File: config.mk
export PLATFORM = sky130hd
export DESIGN_NAME = ppm_capture
export DESIGN_NICKNAME = d
export VERILOG_FILES = /design/src/rtl/ppm_pkg.sv /design/src/rtl/ppm_in_cond.sv /design/src/rtl/ppm_width_ctr.sv /design/src/rtl/ppm_frame_seq.sv /design/src/rtl/ppm_capture.sv
export SDC_FILE = /design/constraint.sdc
export NUM_CORES = 1
export LEC_CHECK = 0
export ABC_AREA = 1
export BUFFER_PORTS_ARGS = -buffer_cell sky130_fd_sc_hd__buf_2
export CAP_MARGIN = 20
export CORE_MARGIN = 10
export CORE_UTILIZATION = 54
export CTS_CLUSTER_SIZE = 25
export DETAILED_ROUTE_END_ITERATION = 8
export HOLD_SLACK_MARGIN = 0.06
export PLACE_DENSITY = 0.91
export SLEW_MARGIN = 20
export SYNTH_ARGS = -nofsm -noshare
export SYNTH_HDL_FRONTEND = slang
export SYNTH_SLANG_ARGS = --single-unit
File: constraint.sdc
create_clock -name clk -period 5.2 [get_ports clk]
set_clock_uncertainty 0.15 [all_clocks]
set_input_delay 0.52 -clock clk [delete_from_list [all_inputs] [get_ports clk]]
set_output_delay 0.52 -clock clk [all_outputs]
set_load 0.05 [all_outputs]
File: src/rtl/ppm_pkg.sv
package ppm_pkg;
  typedef enum logic [2:0] {
    PH_PARK     = 3'd0,
    PH_SEEK     = 3'd1,
    PH_IDLE_CNT = 3'd2,
    PH_IDLE_CHK = 3'd3,
    PH_CH_WAIT  = 3'd4,
    PH_CH_CNT   = 3'd5,
    PH_STORE    = 3'd6
  } phase_t;
endpackage

File: src/rtl/ppm_in_cond.sv
module ppm_in_cond #(
  parameter int STABLE = 20
) (
  input  logic clk,
  input  logic rst_n,
  input  logic raw,
  output logic lvl
);
  localparam int SW = $clog2(STABLE + 1);

  logic          meta_q, sync_q;
  logic [SW-1:0] run_q;

  always_ff @(posedge clk) begin
    if (!rst_n) begin
      meta_q <= 1'b0;
      sync_q <= 1'b0;
      lvl    <= 1'b0;
      run_q  <= '0;
    end else begin
      meta_q <= raw;
      sync_q <= meta_q;
      if (sync_q == lvl) begin
        run_q <= '0;
      end else if (run_q == SW'(STABLE - 1)) begin
        lvl   <= sync_q;
        run_q <= '0;
      end else begin
        run_q <= run_q + 1'b1;
      end
    end
  end

  generate
    if (STABLE >= 2) begin : g_chk
      // a level change follows at least two cycles of agreeing input
      assert_settled_change_R3: assert property (@(posedge clk) disable iff (!rst_n)
        !$stable(lvl) |-> (lvl == $past(sync_q)) && (lvl == $past(sync_q, 2)));
    end
  endgenerate
endmodule

File: src/rtl/ppm_width_ctr.sv
module ppm_width_ctr #(
  parameter int CW = 32
) (
  input  logic          clk,
  input  logic          rst_n,
  input  logic          load,
  input  logic          run,
  output logic [CW-1:0] cnt
);
  localparam logic [CW-1:0] TOP = '1;

  always_ff @(posedge clk) begin
    if (!rst_n)                cnt <= '0;
    else if (load)             cnt <= CW'(1);
    else if (run && cnt != TOP) cnt <= cnt + 1'b1;
  end

  // counter never wraps
  assert_no_wrap_R9: assert property (@(posedge clk) disable iff (!rst_n)
    (run && !load) |=> (cnt >= $past(cnt)));
  assert_sat_hold_R9: assert property (@(posedge clk) disable iff (!rst_n)
    (run && !load && cnt == TOP) |=> (cnt == TOP));
endmodule

File: src/rtl/ppm_frame_seq.sv
module ppm_frame_seq
  import ppm_pkg::*;
#(
  parameter int          NCH      = 6,
  parameter int          CW       = 32,
  parameter logic [63:0] IDLE_CYC = 64'd500000
) (
  input  logic                   clk,
  input  logic                   rst_n,
  input  logic                   lvl,
  input  logic                   start,
  input  logic [CW-1:0]          cnt,
  output logic                   cnt_load,
  output logic                   cnt_run,
  output logic                   wr_stb,
  output logic [$clog2(NCH)-1:0] wr_idx,
  output logic                   frame_done,
  output phase_t                 phase
);
  localparam int IW = $clog2(NCH);

  phase_t        nxt;
  logic [IW-1:0] chan_q;
  logic          last_ch, idle_ok;

  assign last_ch = (chan_q == IW'(NCH - 1));
  assign idle_ok = (64'(cnt) >= IDLE_CYC);
  assign wr_idx  = chan_q;

  always_comb begin
    nxt        = phase;
    cnt_load   = 1'b0;
    cnt_run    = 1'b0;
    wr_stb     = 1'b0;
    frame_done = 1'b0;
    case (phase)
      PH_PARK:     if (start) nxt = PH_SEEK;
      PH_SEEK:     if (lvl) begin cnt_load = 1'b1; nxt = PH_IDLE_CNT; end
      PH_IDLE_CNT: if (lvl) cnt_run = 1'b1; else nxt = PH_IDLE_CHK;
      PH_IDLE_CHK: nxt = idle_ok ? PH_CH_WAIT : PH_SEEK;
      PH_CH_WAIT:  if (lvl) begin cnt_load = 1'b1; nxt = PH_CH_CNT; end
      PH_CH_CNT:   if (lvl) cnt_run = 1'b1; else nxt = PH_STORE;
      PH_STORE: begin
        wr_stb = 1'b1;
        if (last_ch) begin frame_done = 1'b1; nxt = PH_PARK; end
        else         nxt = PH_CH_WAIT;
      end
      default:     nxt = PH_PARK;
    endcase
  end

  always_ff @(posedge clk) begin
    if (!rst_n) begin
      phase  <= PH_PARK;
      chan_q <= '0;
    end else begin
      phase <= nxt;
      if (phase == PH_IDLE_CHK) chan_q <= '0;
      else if (wr_stb)          chan_q <= last_ch ? '0 : chan_q + 1'b1;
    end
  end

  // channel phase entered only from an idle of sufficient width
  assert_idle_gate_R2: assert property (@(posedge clk) disable iff (!rst_n)
    (phase == PH_CH_WAIT && $past(phase) == PH_IDLE_CHK) |-> (64'($past(cnt)) >= IDLE_CYC));
  // strobe lasts one cycle
  assert_stb_single_R5: assert property (@(posedge clk) disable iff (!rst_n)
    wr_stb |=> !wr_stb);
  // done only with the last store
  assert_done_last_R6: assert property (@(posedge clk) disable iff (!rst_n)
    frame_done |-> (wr_stb && wr_idx == IW'(NCH - 1)));
  // parked without start stays parked
  assert_park_hold_R7: assert property (@(posedge clk) disable iff (!rst_n)
    (phase == PH_PARK && !start) |=> (phase == PH_PARK));
endmodule

File: src/rtl/ppm_capture.sv
module ppm_capture
  import ppm_pkg::*;
#(
  parameter int NCH     = 6,
  parameter int CW      = 32,
  parameter int STABLE  = 20,
  parameter int CLK_HZ  = 100_000_000,
  parameter int IDLE_US = 5000
) (
  input  logic                   clk,
  input  logic                   rst_n,
  input  logic                   ppm_raw,
  input  logic                   start,
  output logic [NCH*CW-1:0]      ch_width,
  output logic                   wr_stb,
  output logic [$clog2(NCH)-1:0] wr_idx,
  output logic                   frame_done,
  output logic [2:0]             state_probe
);
  localparam int          IW       = $clog2(NCH);
  localparam logic [63:0] IDLE_CYC = (64'(CLK_HZ) * 64'(IDLE_US)) / 64'd1_000_000;

  logic          lvl, cnt_load, cnt_run;
  logic [CW-1:0] cnt;
  phase_t        phase;
  logic [CW-1:0] wreg [NCH];

  ppm_in_cond #(.STABLE(STABLE)) u_cond (
    .clk(clk), .rst_n(rst_n), .raw(ppm_raw), .lvl(lvl));

  ppm_width_ctr #(.CW(CW)) u_ctr (
    .clk(clk), .rst_n(rst_n), .load(cnt_load), .run(cnt_run), .cnt(cnt));

  ppm_frame_seq #(.NCH(NCH), .CW(CW), .IDLE_CYC(IDLE_CYC)) u_seq (
    .clk(clk), .rst_n(rst_n), .lvl(lvl), .start(start), .cnt(cnt),
    .cnt_load(cnt_load), .cnt_run(cnt_run), .wr_stb(wr_stb), .wr_idx(wr_idx),
    .frame_done(frame_done), .phase(phase));

  generate
    for (genvar g = 0; g < NCH; g++) begin : g_bank
      always_ff @(posedge clk) begin
        if (!rst_n)                          wreg[g] <= '0;
        else if (wr_stb && wr_idx == IW'(g)) wreg[g] <= cnt;
      end
      assign ch_width[g*CW +: CW] = wreg[g];
    end
  endgenerate

  assign state_probe = phase;

  // the addressed register takes the measured width
  assert_store_R5: assert property (@(posedge clk) disable iff (!rst_n)
    wr_stb |=> (wreg[$past(wr_idx)] == $past(cnt)));
  // registers change only on a strobe
  assert_regs_quiet_R7: assert property (@(posedge clk) disable iff (!rst_n)
    !wr_stb |=> $stable(ch_width));
endmodule

== Word level (Yosys, flattened, before mapping) ==
Memories as Yosys holds them, arrays and structs flattened.
Index checks and enable logic that the tools add are counted.

* Bitwise operators: 8
* Muxes and demuxes: 42
* Eq/ne operators: 19
* $lt $le $gt $ge: 1
* Reductions and logical operators: 17
* Shift operators: 0
* Divide/modulo/power cells: 0
* Add/sub/neg operators: 3
* Multipliers: 0

{| class="wikitable"
|+ Operators by type and width
! kind !! number
|-
| 32-bit two-way mux || 6
|-
| 32-bit by 1-bit adder with 32-bit output (second input constant) || 1
|-
| 32-bit by 19-bit >= comparator with 1-bit output (second input constant) || 1
|-
| 32-bit inequality test (second input constant) || 1
|-
| 1-bit two-way mux || 27
|-
| 3-bit two-way mux || 8
|-
| 3-bit one-hot mux with 7 select lines || 1
|-
| 3-bit equality test (second input constant) || 5
|-
| 3-bit by 2-bit equality test with 1-bit output (second input constant) || 4
|-
| 2-bit inequality test (second input constant) || 5
|-
| 2-bit OR reduction || 4
|-
| 1-bit logical AND || 7
|-
| 3-bit by 1-bit equality test with 1-bit output (second input constant) || 2
|-
| 3-bit logical NOT || 2
|-
| 1-bit OR || 6
|-
| 5-bit by 1-bit adder with 5-bit output (second input constant) || 1
|-
| 5-bit equality test (second input constant) || 1
|-
| 5-bit AND reduction || 1
|-
| 3-bit by 1-bit adder with 3-bit output (second input constant) || 1
|-
| 3-bit OR reduction || 1
|-
| 1-bit inverter || 2
|-
| 2-bit AND reduction || 1
|-
| 2-bit nonzero test || 1
|-
| 1-bit equality test || 1
|}

* ROM bits: 0
* Output and inout bits: 200
* Input bits: 4
* Memories: 1
* Memory bits (writable): 192
* Latch bits: 0
* Logic and storage cells: 99
* Bits in registers: 46

{| class="wikitable"
|+ Memories
! memory !! words !! width !! read ports !! clocked after Yosys merged registers in !! write ports !! RTL line !! text
|-
| wreg || 6 || 32 || 6 || 0 || 6 || ppm_capture.sv:26 || <nowiki>logic [CW-1:0] wreg [NCH];</nowiki>
|}

== Logic depth before layout (Yosys ltp) ==
* Depth in word-level cells: 7
* Gate-level depth with buffers: 12
* Depth with buffers taken out: 11

== Hierarchy ==
Synthesis repeated with hierarchy kept, for this count alone.

* Cells, all modules: 944
* Area, all modules: 10,074.7 um^2

{| class="wikitable"
|+ Modules (own cells, without submodules)
! module !! sequential area each (um^2) !! area an instance (um^2) !! cells each !! instances
|-
| ppm_capture || 5,765.5 || 6,999.2 || 464 || 1
|-
| ppm_width_ctr || 640.6 || 2,174.6 || 346 || 1
|-
| ppm_frame_seq || 120.1 || 555.5 || 90 || 1
|-
| ppm_in_cond || 160.2 || 345.3 || 44 || 1
|}

== Worst setup path before layout ==
No wires, ideal clock.

* Path type: register to register
* From: reg u_seq.phase[2]
* To: mem wreg[0][0], enable pin
* Clock period less this slack: 4.470 ns
* Path slack: 0.730 ns
* Setup time: 0.466 ns
* Stages on the path, launching flop included: 7
* Data required time: 4.584 ns
* Buffers on the path: 0
* Arrival time: 3.855 ns
* Cells stage by stage: dfxtp_1 nand2_2 nor2_4 inv_2 nor2_4 inv_1 o21ai_0

{| class="wikitable"
|+ RTL lines
! item !! RTL line !! text
|-
| start: declaration || ppm_frame_seq.sv:18 || <nowiki>output phase_t phase</nowiki>
|-
| start signal: assignment || ppm_frame_seq.sv:57 || <nowiki>phase <= nxt;</nowiki>
|-
| end: declaration || ppm_capture.sv:26 ||
|}

== Final worst setup path ==
* From: reg u_seq.phase[2]
* To: out frame_done

* Longest elaborated chain between the ends: 2

{| class="wikitable"
|+ RTL lines
! item !! RTL line !! text
|-
| 3-bit equality test || ppm_frame_seq.sv:36 || <nowiki>case (phase)</nowiki>
|-
| 1-bit two-way mux || ppm_frame_seq.sv:36 ||
|-
| end: declaration || ppm_capture.sv:17 || <nowiki>output logic frame_done,</nowiki>
|}

Every way passes these cells.

==> metrics.csv <==
metric;value;unit
largest net degree at the start of global routing;33;
core area;17400;sq um
die area;23400;sq um
peak supply drop;0.242;mV
Mapped Cells;888;
Bufs on Longest Clock Path;3;
FP Rows;48;
mux cell area share after synthesis;0;
Crit. End Element;output port;
Initial Util;0.551;
Power Density;360;nW/um^2
CTS clk-pin slew, worst paths;0.06;ns
Worst Hold Class;input port to flip-flop;
Post-DP HPWL;17900;microns
synthesis-stage register bit count;238;
Critical Path AT;1.98;ns
Port Buffers;203;
Post-Synth Adder-Cell Area;0.00523;
Routed Antenna Nets;0;
final setup violation count;0;
Worst Tran Pin Value;0.967;ns
clk_lat worst skew;0.52;ns
Synth area leaders;edfxtp_1 (60%), nor2_1 (9.9%), dfxtp_1 (9.6%);
antenna cells;0;
Worst Path Max Fanout;8;
root buf cell;clkbuf_16;
maximum operating frequency;377;MHz
post-synthesis compound-gate area fraction;0.0292;
WP data required;4.53;ns
area leader, netlist;edfxtp_1;
Synth Area in Simple Gates;0.208;
H-tree lvl count;1;
routed wire length;26000;microns
relative slew slack;0.354;
first-pass GRT wire length;39500;microns
initial antenna violation count;0;
Post-CTS Setup Bufs;0;
share of post-route cells with drive strength above 1;0.255;
leak pwr;4.49;nW
global route overflow;0;
syn nets;896;
Yosys warning total;0;
XOR/XNOR Fraction of Synth Area;0.0147;
status;finished clean;
Crit Path Class;flip-flop to output port;
Syn Std Cell Area;9560;sq um
most frequent cells in the layout;nor2_1 (253), buf_2 (203), edfxtp_1 (192);
total vias in the final route;7205;
Tcrit/Tclk final;0.510;
area of the multi-input gates;2500;sq um
main combinational cell family by area after synthesis;simple AND/OR/NAND/NOR gates;
RSZ-0062 raised after global routing;no;
Die Wd;153;microns
post-synth top area share;0.603;
placed cell areas;10800;sq um
GRT Resource Usage Total;0.210;
setup TNS;0;ns
TritonCTS buffer count;23;
maximum capacitance violations;0;
Resized cells post-CTS;0;
nets;1106;
critical path startpoint category;flip-flop;
post-DR wirelength/cell;19.4;microns
Synth-to-Final Area Change;21.3;%
syn_area_per_cell;10.8;sq um
post-route cell area;11600;sq um
post-synthesis sequential area ratio;0.699;
Die Ht;153;microns
min cycle time layout;2.65;ns
Fin. Hold Viols;0;
CTS Hold Bufs;0;
Fillers;1297;
TritonCTS clock tree;yes;
DRC;0;
Vias/cell;5.38;
clock sink count;238;
number of global-route vias before repair;7192;
1st-iter DRT viols;563;
commonest non-fill, non-tap cell in the layout;nor2_1;
Netlist cell types;32;
router iterations before antenna repair;5;
Seq. cell area;6690;sq um
Max Slew Vio Count;0;
I/O pins;204;
Placer Congestion;0.972;
-- layer usage --
layer  wire, microns  share of wire  global-route usage
met5               0              0                   0
met4             723          0.028              0.0677
met3            2360          0.091              0.0519
met2           13000           0.50               0.359
met1            9940           0.38               0.255
-- cell type report --
class                   instances  area share
flip-flops and latches        238       0.576
well taps                     225      0.0243
inverters                      69      0.0223
repair buffers                213      0.0975
clock inverters                 7     0.00669
multi-input cells             553       0.215
clock buffers                  35      0.0578
-- cell families after synthesis --
| family | Yosys count |
|---|---|
| AO/OA/AOI/OAI | 51 |
| AND/OR/NAND/NOR | 482 |
| flip-flops | 238 |
| XOR/XNOR | 16 |
| buffers and inverters | 97 |
| adder cells (fa/ha/maj) | 4 |
-- where the power goes --
group	switching, W	internal [W]	total [W]
logic	0.000320	0.0000676	0.000388
clock network	0.000693	0.000947	0.00164
registers	0.0000325	0.00211	0.00214
total	0.00105	0.00313	0.00417
-- path summary, 6_finish.rpt --
kind / from / endpoint / slack [ns] / cells past startpoint
max: u_seq.phase[2] / frame_done / 2.55 / 5
min: ppm_raw / u_cond.meta_q / 0.06 / 3
max reg2reg: u_seq.phase[2] / wreg[0][6] / 2.65 / 7
min reg2reg: u_cond.meta_q / u_cond.sync_q / 0.28 / 2
-- flip-flops by register name, summed over array words and instances, names as in the netlist --
signal,cells
wreg,192
u_ctr.cnt,32
u_cond.run_q,5
u_seq.phase,3
u_seq.wr_idx,3
u_cond.lvl,1
u_cond.meta_q,1
u_cond.sync_q,1
-- stage by stage --
stage | setup slack, ns | hold slack, ns | util | instances | power, W
after floorplan | 0.730 | 0.240 | - | 888 | 0.00247
after global placement | 2.78 | 0.251 | 0.622 | 1296 | 0.00256
after detailed placement | 2.63 | 0.265 | 0.622 | 1296 | 0.00257
after CTS | 2.58 | 0.0601 | 0.665 | 1338 | 0.00419
after global routing | 2.41 | 0.0697 | 0.669 | 1340 | 0.00428
final | 2.55 | 0.0577 | 0.669 | 1340 | 0.00417
-- critical path, cell delays in order, from the launching register on --
cell and delay (ns):
dfxtp_1 0.48, nand2_2 0.12, nor2_4 0.20, inv_2 0.14, nor2_1 0.22, buf_2 0.31
-- synth_stat cells --
cell	instances
a21oi_1	33
a21oi_2	5
a22oi_1	1
and2_1	1
buf_2	4
buf_4	2
buf_6	3
buf_8	2
clkbuf_1	17
clkinv_1	5
dfxtp_1	46
edfxtp_1	192
ha_1	4
inv_1	55
inv_2	9
nand2_1	162
nand2_2	4
nand2_4	1
nand3_1	28
nand3b_1	2
nand4_1	6
nor2_1	253
nor2_2	3
nor2_4	4
nor3_1	10
nor3_2	2
nor3_4	2
nor3b_1	2
o21ai_0	11
o31ai_1	1
or2_2	2
xor2_1	16
(Power assumes the default switching activity.)
